**src/rtl/mbus_pkg.sv**
```systemverilog
package mbus_pkg;
  localparam int AD_W    = 32;
  localparam int WA_W    = AD_W - 2;
  localparam int PA_W    = 4;
  localparam int CNT_W   = 2;
  localparam int LANE_W  = 8;
  localparam int LANES   = AD_W / LANE_W;

  typedef enum logic [2:0] {
    ST_IDLE, ST_ADDR, ST_DATA, ST_HOLD, ST_HALT
  } bus_st_e;

  function automatic logic [PA_W-1:0] pa_step(input logic [1:0] wcode);
    case (wcode)
      2'd0:    return PA_W'(1);
      2'd1:    return PA_W'(2);
      default: return PA_W'(4);
    endcase
  endfunction
endpackage

```
**src/rtl/mbus_seq.sv**
```systemverilog
module mbus_seq
  import mbus_pkg::*;
(
  input  logic             clk,
  input  logic             rst_n,
  input  logic             req_valid,
  input  logic             req_write,
  input  logic [WA_W-1:0]  req_addr,
  input  logic [CNT_W-1:0] req_count,
  input  logic             rdy_n,
  input  logic             hold,
  input  logic             halt,
  output logic             req_ready,
  output logic             take,
  output logic             step,
  output bus_st_e          st_q,
  output logic             write_q,
  output logic [WA_W-1:0]  addr_q,
  output logic [CNT_W-1:0] cnt_q
);
  bus_st_e          st_d;
  logic [CNT_W-1:0] beat_q;
  logic             ack, last;

  assign req_ready = (st_q == ST_IDLE) && !hold && !halt;
  assign take      = req_valid && req_ready;
  assign ack       = (st_q == ST_DATA) && !rdy_n;
  assign last      = (beat_q == cnt_q);
  assign step      = ack && !last;

  always_comb begin
    st_d = st_q;
    case (st_q)
      ST_IDLE: begin
        if (hold)           st_d = ST_HOLD;
        else if (halt)      st_d = ST_HALT;
        else if (req_valid) st_d = ST_ADDR;
      end
      ST_ADDR: st_d = ST_DATA;
      ST_DATA: if (ack && last) st_d = ST_IDLE;
      ST_HOLD: if (!hold) st_d = ST_IDLE;
      ST_HALT: begin
        if (hold)       st_d = ST_HOLD;
        else if (!halt) st_d = ST_IDLE;
      end
      default: st_d = ST_IDLE;
    endcase
  end

  always_ff @(posedge clk or negedge rst_n) begin
    if (!rst_n) begin
      st_q    <= ST_IDLE;
      beat_q  <= '0;
      write_q <= 1'b0;
      addr_q  <= '0;
      cnt_q   <= '0;
    end else begin
      st_q <= st_d;
      if (take) begin
        beat_q  <= '0;
        write_q <= req_write;
        addr_q  <= req_addr;
        cnt_q   <= req_count;
      end else if (step) begin
        beat_q <= beat_q + 1'b1;
      end
    end
  end

  AST_ACCEPT_TO_ADDR: assert property (@(posedge clk) disable iff (!rst_n)
    take |=> (st_q == ST_ADDR));
  AST_ADDR_SINGLE: assert property (@(posedge clk) disable iff (!rst_n)
    (st_q == ST_ADDR) |=> (st_q == ST_DATA));
  AST_WAIT_STAYS: assert property (@(posedge clk) disable iff (!rst_n)
    ((st_q == ST_DATA) && rdy_n) |=> ((st_q == ST_DATA) && $stable(beat_q)));
  AST_BEAT_BOUND: assert property (@(posedge clk) disable iff (!rst_n)
    (st_q == ST_DATA) |-> (beat_q <= cnt_q));
endmodule

```
**src/rtl/mbus_paddr.sv**
```systemverilog
module mbus_paddr
  import mbus_pkg::*;
(
  input  logic            clk,
  input  logic            rst_n,
  input  logic            load,
  input  logic [1:0]      load_off,
  input  logic [1:0]      load_width,
  input  logic            step,
  output logic [PA_W-1:0] pa_q
);
  logic [1:0] width_q;

  always_ff @(posedge clk or negedge rst_n) begin
    if (!rst_n) begin
      pa_q    <= '0;
      width_q <= 2'd2;
    end else if (load) begin
      pa_q    <= {load_off, {(PA_W-2){1'b0}}};
      width_q <= load_width;
    end else if (step) begin
      pa_q <= pa_q + pa_step(width_q);
    end
  end

  AST_PA_WORD_ALIGNED: assert property (@(posedge clk) disable iff (!rst_n)
    (step && (width_q == 2'd2)) |=> (pa_q[1:0] == 2'b00));
endmodule

```
**src/rtl/mbus_pins.sv**
```systemverilog
module mbus_pins
  import mbus_pkg::*;
(
  input  logic             clk,
  input  logic             rst_n,
  input  bus_st_e          st,
  input  logic             write_q,
  input  logic [WA_W-1:0]  addr_q,
  input  logic [CNT_W-1:0] cnt_q,
  input  logic [PA_W-1:0]  pa_q,
  input  logic             wload,
  input  logic [AD_W-1:0]  wdat_in,
  output logic [AD_W-1:0]  ad_out,
  output logic             ad_oe,
  output logic             ale,
  output logic             ale_n,
  output logic             ads_n,
  output logic             ctl_oe,
  output logic             pa_oe,
  output logic             hlda
);
  logic [AD_W-1:0] wbuf_q;
  logic [AD_W-1:0] addr_word;
  logic [AD_W-1:0] park_word;

  always_ff @(posedge clk or negedge rst_n) begin
    if (!rst_n)     wbuf_q <= '0;
    else if (wload) wbuf_q <= wdat_in;
  end

  assign addr_word = {addr_q, cnt_q};
  assign park_word = write_q ? {wbuf_q[AD_W-1:2], cnt_q}
                             : {addr_q[WA_W-1:2], pa_q[3:2], cnt_q};

  for (genvar ln = 0; ln < LANES; ln++) begin : g_lane
    logic [LANE_W-1:0] lane_v;
    always_comb begin
      case (st)
        ST_ADDR: lane_v = addr_word[ln*LANE_W +: LANE_W];
        ST_DATA: lane_v = wbuf_q[ln*LANE_W +: LANE_W];
        default: lane_v = park_word[ln*LANE_W +: LANE_W];
      endcase
    end
    assign ad_out[ln*LANE_W +: LANE_W] = lane_v;
  end

  assign ale    = (st == ST_ADDR);
  assign ale_n  = ~ale;
  assign ads_n  = (st != ST_ADDR);
  assign hlda   = (st == ST_HOLD);
  assign ctl_oe = !hlda;
  assign pa_oe  = !hlda;
  assign ad_oe  = !hlda && !((st == ST_DATA) && !write_q);

  AST_ALE_PULSE: assert property (@(posedge clk) disable iff (!rst_n)
    ale |=> !ale);
  AST_WRITE_DRIVES: assert property (@(posedge clk) disable iff (!rst_n)
    ((st == ST_DATA) && write_q) |-> ad_oe);
endmodule

```
**src/rtl/mbus_burst_master.sv**
```systemverilog
module mbus_burst_master
  import mbus_pkg::*;
(
  input  logic              clk,
  input  logic              rst_n,
  input  logic              req_valid,
  output logic              req_ready,
  input  logic              req_write,
  input  logic [WA_W-1:0]   req_addr,
  input  logic [CNT_W-1:0]  req_count,
  input  logic [1:0]        req_width,
  input  logic [AD_W-1:0]   wdat_in,
  output logic              wdat_ready,
  output logic              rdat_valid,
  output logic [AD_W-1:0]   rdat_data,
  input  logic [AD_W-1:0]   ad_in,
  output logic [AD_W-1:0]   ad_out,
  output logic              ad_oe,
  output logic              ale,
  output logic              ale_n,
  output logic              ads_n,
  output logic              ctl_oe,
  output logic [PA_W-1:0]   pa_out,
  output logic              pa_oe,
  input  logic              rdy_n,
  input  logic              hold,
  output logic              hlda,
  input  logic              halt
);
  bus_st_e          st;
  logic             take, step, write_q;
  logic [WA_W-1:0]  addr_q;
  logic [CNT_W-1:0] cnt_q;
  logic [PA_W-1:0]  pa_q;

  mbus_seq u_seq (
    .clk       (clk),
    .rst_n     (rst_n),
    .req_valid (req_valid),
    .req_write (req_write),
    .req_addr  (req_addr),
    .req_count (req_count),
    .rdy_n     (rdy_n),
    .hold      (hold),
    .halt      (halt),
    .req_ready (req_ready),
    .take      (take),
    .step      (step),
    .st_q      (st),
    .write_q   (write_q),
    .addr_q    (addr_q),
    .cnt_q     (cnt_q)
  );

  mbus_paddr u_paddr (
    .clk        (clk),
    .rst_n      (rst_n),
    .load       (take),
    .load_off   (req_addr[1:0]),
    .load_width (req_width),
    .step       (step),
    .pa_q       (pa_q)
  );

  assign wdat_ready = write_q && ((st == ST_ADDR) || step);
  assign rdat_valid = (st == ST_DATA) && !write_q && !rdy_n;
  assign rdat_data  = ad_in;
  assign pa_out     = pa_q;

  mbus_pins u_pins (
    .clk     (clk),
    .rst_n   (rst_n),
    .st      (st),
    .write_q (write_q),
    .addr_q  (addr_q),
    .cnt_q   (cnt_q),
    .pa_q    (pa_q),
    .wload   (wdat_ready),
    .wdat_in (wdat_in),
    .ad_out  (ad_out),
    .ad_oe   (ad_oe),
    .ale     (ale),
    .ale_n   (ale_n),
    .ads_n   (ads_n),
    .ctl_oe  (ctl_oe),
    .pa_oe   (pa_oe),
    .hlda    (hlda)
  );

  AST_HOLD_FLOAT: assert property (@(posedge clk) disable iff (!rst_n)
    hlda |-> (!ad_oe && !ctl_oe && !pa_oe && !req_ready));
  AST_READ_LANES_FREE: assert property (@(posedge clk) disable iff (!rst_n)
    rdat_valid |-> !ad_oe);
  AST_PA_WAIT_STABLE: assert property (@(posedge clk) disable iff (!rst_n)
    ((st == ST_DATA) && rdy_n) |=> $stable(pa_out));
  AST_NO_ACCEPT_BUSY: assert property (@(posedge clk) disable iff (!rst_n)
    (!ads_n || (st == ST_DATA)) |-> !req_ready);
endmodule

```
**config.mk**
```make
export PLATFORM = sky130hd
export DESIGN_NAME = mbus_burst_master
export DESIGN_NICKNAME = d
export VERILOG_FILES = /design/src/rtl/mbus_pkg.sv /design/src/rtl/mbus_seq.sv /design/src/rtl/mbus_paddr.sv /design/src/rtl/mbus_pins.sv /design/src/rtl/mbus_burst_master.sv
export SDC_FILE = /design/constraint.sdc
export NUM_CORES = 1
export LEC_CHECK = 0
export ABC_AREA = 0
export ABC_CLOCK_PERIOD_IN_PS = 2600
export BUFFER_PORTS_ARGS = -buffer_cell sky130_fd_sc_hd__buf_2
export CORE_UTILIZATION = 47
export DETAILED_ROUTE_END_ITERATION = 10
export PLACE_DENSITY = 0.89
export SYNTH_ARGS = -nofsm -noshare
export SYNTH_HDL_FRONTEND = slang
export SYNTH_SLANG_ARGS = --single-unit
```
**constraint.sdc**
```tcl
create_clock -name clk -period 2.6 [get_ports clk]
set_input_delay 0.39 -clock clk [delete_from_list [all_inputs] [get_ports clk]]
set_output_delay 0.39 -clock clk [all_outputs]
set_load 0.02 [all_outputs]
```
==> impl_metrics.tcl <==
set metrics [dict create \
    netSwitchingFraction_pct 39.34 \
    finalWeightedCongestion 0.8442 \
    grtUsageTotal_pct 19.75 \
    p_leak_nw 2.464 \
    drc 0 \
    post-route-cell-area_um2 4552 \
    dpl.cell_count 537 \
    numCtsBuffers 9 \
    syn_area_um2 3915 \
    syn-num-nets 468 \
    ff2ff_path_depth 5 \
    synth_edf_count 0 \
    postPlaceCellArea_um2 4330 \
    clk_latency_ns 0.34 \
    ys_ff_latch 76 \
    ctsHoldBuffers 0 \
    instances_no_fill 553 \
    io_pins 183 \
    synthDistinctLibCells 34 \
    multi_input_area_um2 1599 \
    critical_path_required_ns 2.21 \
    layout-drive-gt1-share_pct 47.01 \
    fill_cells 662 \
    slew_viol_final 0 \
    share_comb_of_total_power_pct 52.7 \
    dieWidth_um 93.27 \
    status "complete, no violations" \
    crit_arrival_ns 2.08 \
    p_switching_mw 2.587 \
    cts_buffer_depth 2 \
    grt_max_degree 77 \
    final_nets 555 \
    ant_nets 0 \
    clock_power_share_pct 14.6 \
    seq_power_share_pct 32.7 \
    fp.coreArea_um2 7888 \
    finalSetupViolCount 0 \
    cts.clk_slew.worst_paths_ns 0.08 \
    ys_seq_area_share_pct 48.61 \
    ys_warn_count 0 \
    max_freq_mhz 405.4 \
    clock_skew_ns 0.007707 \
    dr.pass1.iters 4 \
    postSynthCellCount 359 \
    rows 32 \
    n_antenna_cell 0 \
    critical_path_class "reg -> out" \
    overflow 0 \
    p_int_mw 3.988 \
    io_buffers 118 \
    drt_iter0_markers 94 \
    first_global_vias 2868 \
    die_area_um2 8698 \
    start_util_pct 49.64 \
    avgSynthCellArea_um2 10.91 \
    tightest_slew_ns 0.9451 \
    path_max_fanout 12 \
    utilization_pct 57.71 \
    power_mw 6.575 \
    cts_tree "done" \
    hpwlAfterDp_um 5988 \
    antenna_found_initial 0 \
    vias 2716 \
    r2r_end "u_pins.wbuf_q[17]" \
    grt_setup_unrepaired "no" \
    rrSetupSlack_ns 0.45 \
    finalHoldViolations 0 \
    drv_cap 0 \
    ir_drop_uv 767.4 \
    die_y_um 93.27 \
    power_density_nw_per_um2 1444 \
    r2r_start "u_seq.st_q[2]" \
    fin_tns_setup_ns 0 \
    drt-total-wl_um 8204 \
    via_per_inst 4.911 \
    crit_path_start_kind "register" \
    async_flop_share_pct 100.0 \
    clock_sinks 76 \
    period_minus_slack_ns 2.467 \
    grt_pass1_wl_um 13210 \
    clock-root-buffer "clkbuf_8" \
    worstHoldPathType "in -> async" \
    end_kind "output pin" \
    cts.htree.levels 3 \
    synth_ff_type "dfrtp_1" \
    wl_per_cell_um 14.84 \
    regArea_um2 1903 \
    period_share_pct 94.88 \
    syn_to_final_growth_pct 16.27 \
    max-slew-margin-rel_pct 36.99 \
]
## state kept, by name, indices dropped and copies added (netlist names)
signal / count
u_seq.write_q: 1
u_seq.beat_q: 2
u_paddr.pa_q: 4
u_seq.st_q: 3
u_pins.wbuf_q: 32
u_seq.addr_q: 30
u_seq.cnt_q: 2
u_paddr.width_q: 2
## per-stage QoR
stage,setup slack [ns],hold WS [ns]
2_1_floorplan,0.2984,0.09441
3_3_place_gp,0.3843,0.4517
5_1_grt,0.05965,0.2321
4_1_cts,0.03332,0.2135
3_5_place_dp,0.3448,0.4581
6_report,0.1332,0.1828
## power by group through the flow
stage,clock (mW),combinational (mW),sequential (mW)
finish,0.957,3.47,2.15
global route,1.03,3.74,2.22
CTS,0.989,3.50,2.15
detailed placement,0,3.49,2.16
global placement,0,3.38,2.12
floorplan,0,2.73,2.07
## cells in the final DEF (no fill, tap or decap), types with 2 or more instances in the layout
master,Yosys,layout
buf_2,0,117
nand2_1,108,108
dfrtp_1,75,75
mux2_2,33,33
mux2_4,29,29
nor2_1,10,10
buf_4,34,10
o21ai_0,9,9
clkbuf_8,0,9
inv_1,7,7
mux2i_1,4,4
nor3b_1,3,3
ha_1,3,3
clkinv_2,0,3
nor2b_1,2,2
nor3_1,2,2
xor2_1,2,2
and2_1,2,2
xnor2_1,2,2
o211ai_1,2,2
bufinv_16,0,2
## cell families after synthesis
logic type | after synthesis | synth area share (%)
mux | 66 | 21.64
buf+inv | 59 | 10.74
fa+ha+maj | 4 | 1.470
flops | 76 | 48.61
xor+xnor | 4 | 0.8950
compound gates | 19 | 3.100
simple gates | 131 | 13.55
## metal layers
layer	part of all wire [%]	up-vias	GRT usage (%)
li1	-	1306	-
met1	44	1293	24.22
met2	49	94	34.19
met3	5.0	23	3.415
met4	2.0	0	8.462
met5	0	-	0
## cell type report
class | instances | share of cell area (%)
Inverter | 7 | 0.5772
Multi-Input combinational cell | 224 | 35.13
Clock buffer | 9 | 2.721
Tap cell | 102 | 2.804
Timing Repair Buffer | 128 | 14.95
Clock inverter | 7 | 2.007
Sequential cell | 76 | 41.81
## synth_stat cells, types with 3 or more instances
cell type / number / area share [%]
buf_4: 34 / 6.5
mux2_4: 29 / 11
nand2_1: 108 / 10
buf_6: 3 / 0.86
buf_12: 3 / 1.5
inv_1: 7 / 0.67
nor2_1: 10 / 0.96
o21ai_0: 9 / 1.2
ha_1: 3 / 0.96
mux2_2: 33 / 9.5
mux2i_1: 4 / 1.0
dfrtp_1: 75 / 48
clkbuf_1: 10 / 0.96
nor3b_1: 3 / 0.58
## how the worst max path moves through the flow
| stage | to | depth (start not counted) | slack [ns] | startpoint |
|---|---|---|---|---|
| floorplan | wdat_ready | 8 | 0.30 | u_seq.st_q[0] |
| global placement | u_pins.wbuf_q[17] | 6 | 0.38 | rdy_n |
| detailed placement | u_pins.wbuf_q[10] | 6 | 0.34 | rdy_n |
| CTS | wdat_ready | 5 | 0.03 | u_seq.st_q[2] |
| global route | wdat_ready | 5 | 0.06 | u_seq.st_q[2] |
| finish | wdat_ready | 5 | 0.13 | u_seq.st_q[2] |
## worst max-delay path: stages (launching register included)
cell and delay, ns:
dfrtp_1 0.44, or4b_1 0.54, o21bai_1 0.21, a21o_4 0.32, inv_1 0.07, buf_2 0.16
## timing repair
action	CTS	global route
buffers inserted	0	0
endpoints found under the setup margin	0	1
endpoints found under the hold margin	0	0
gates resized for setup	0	1
(Power assumes the default switching activity.)
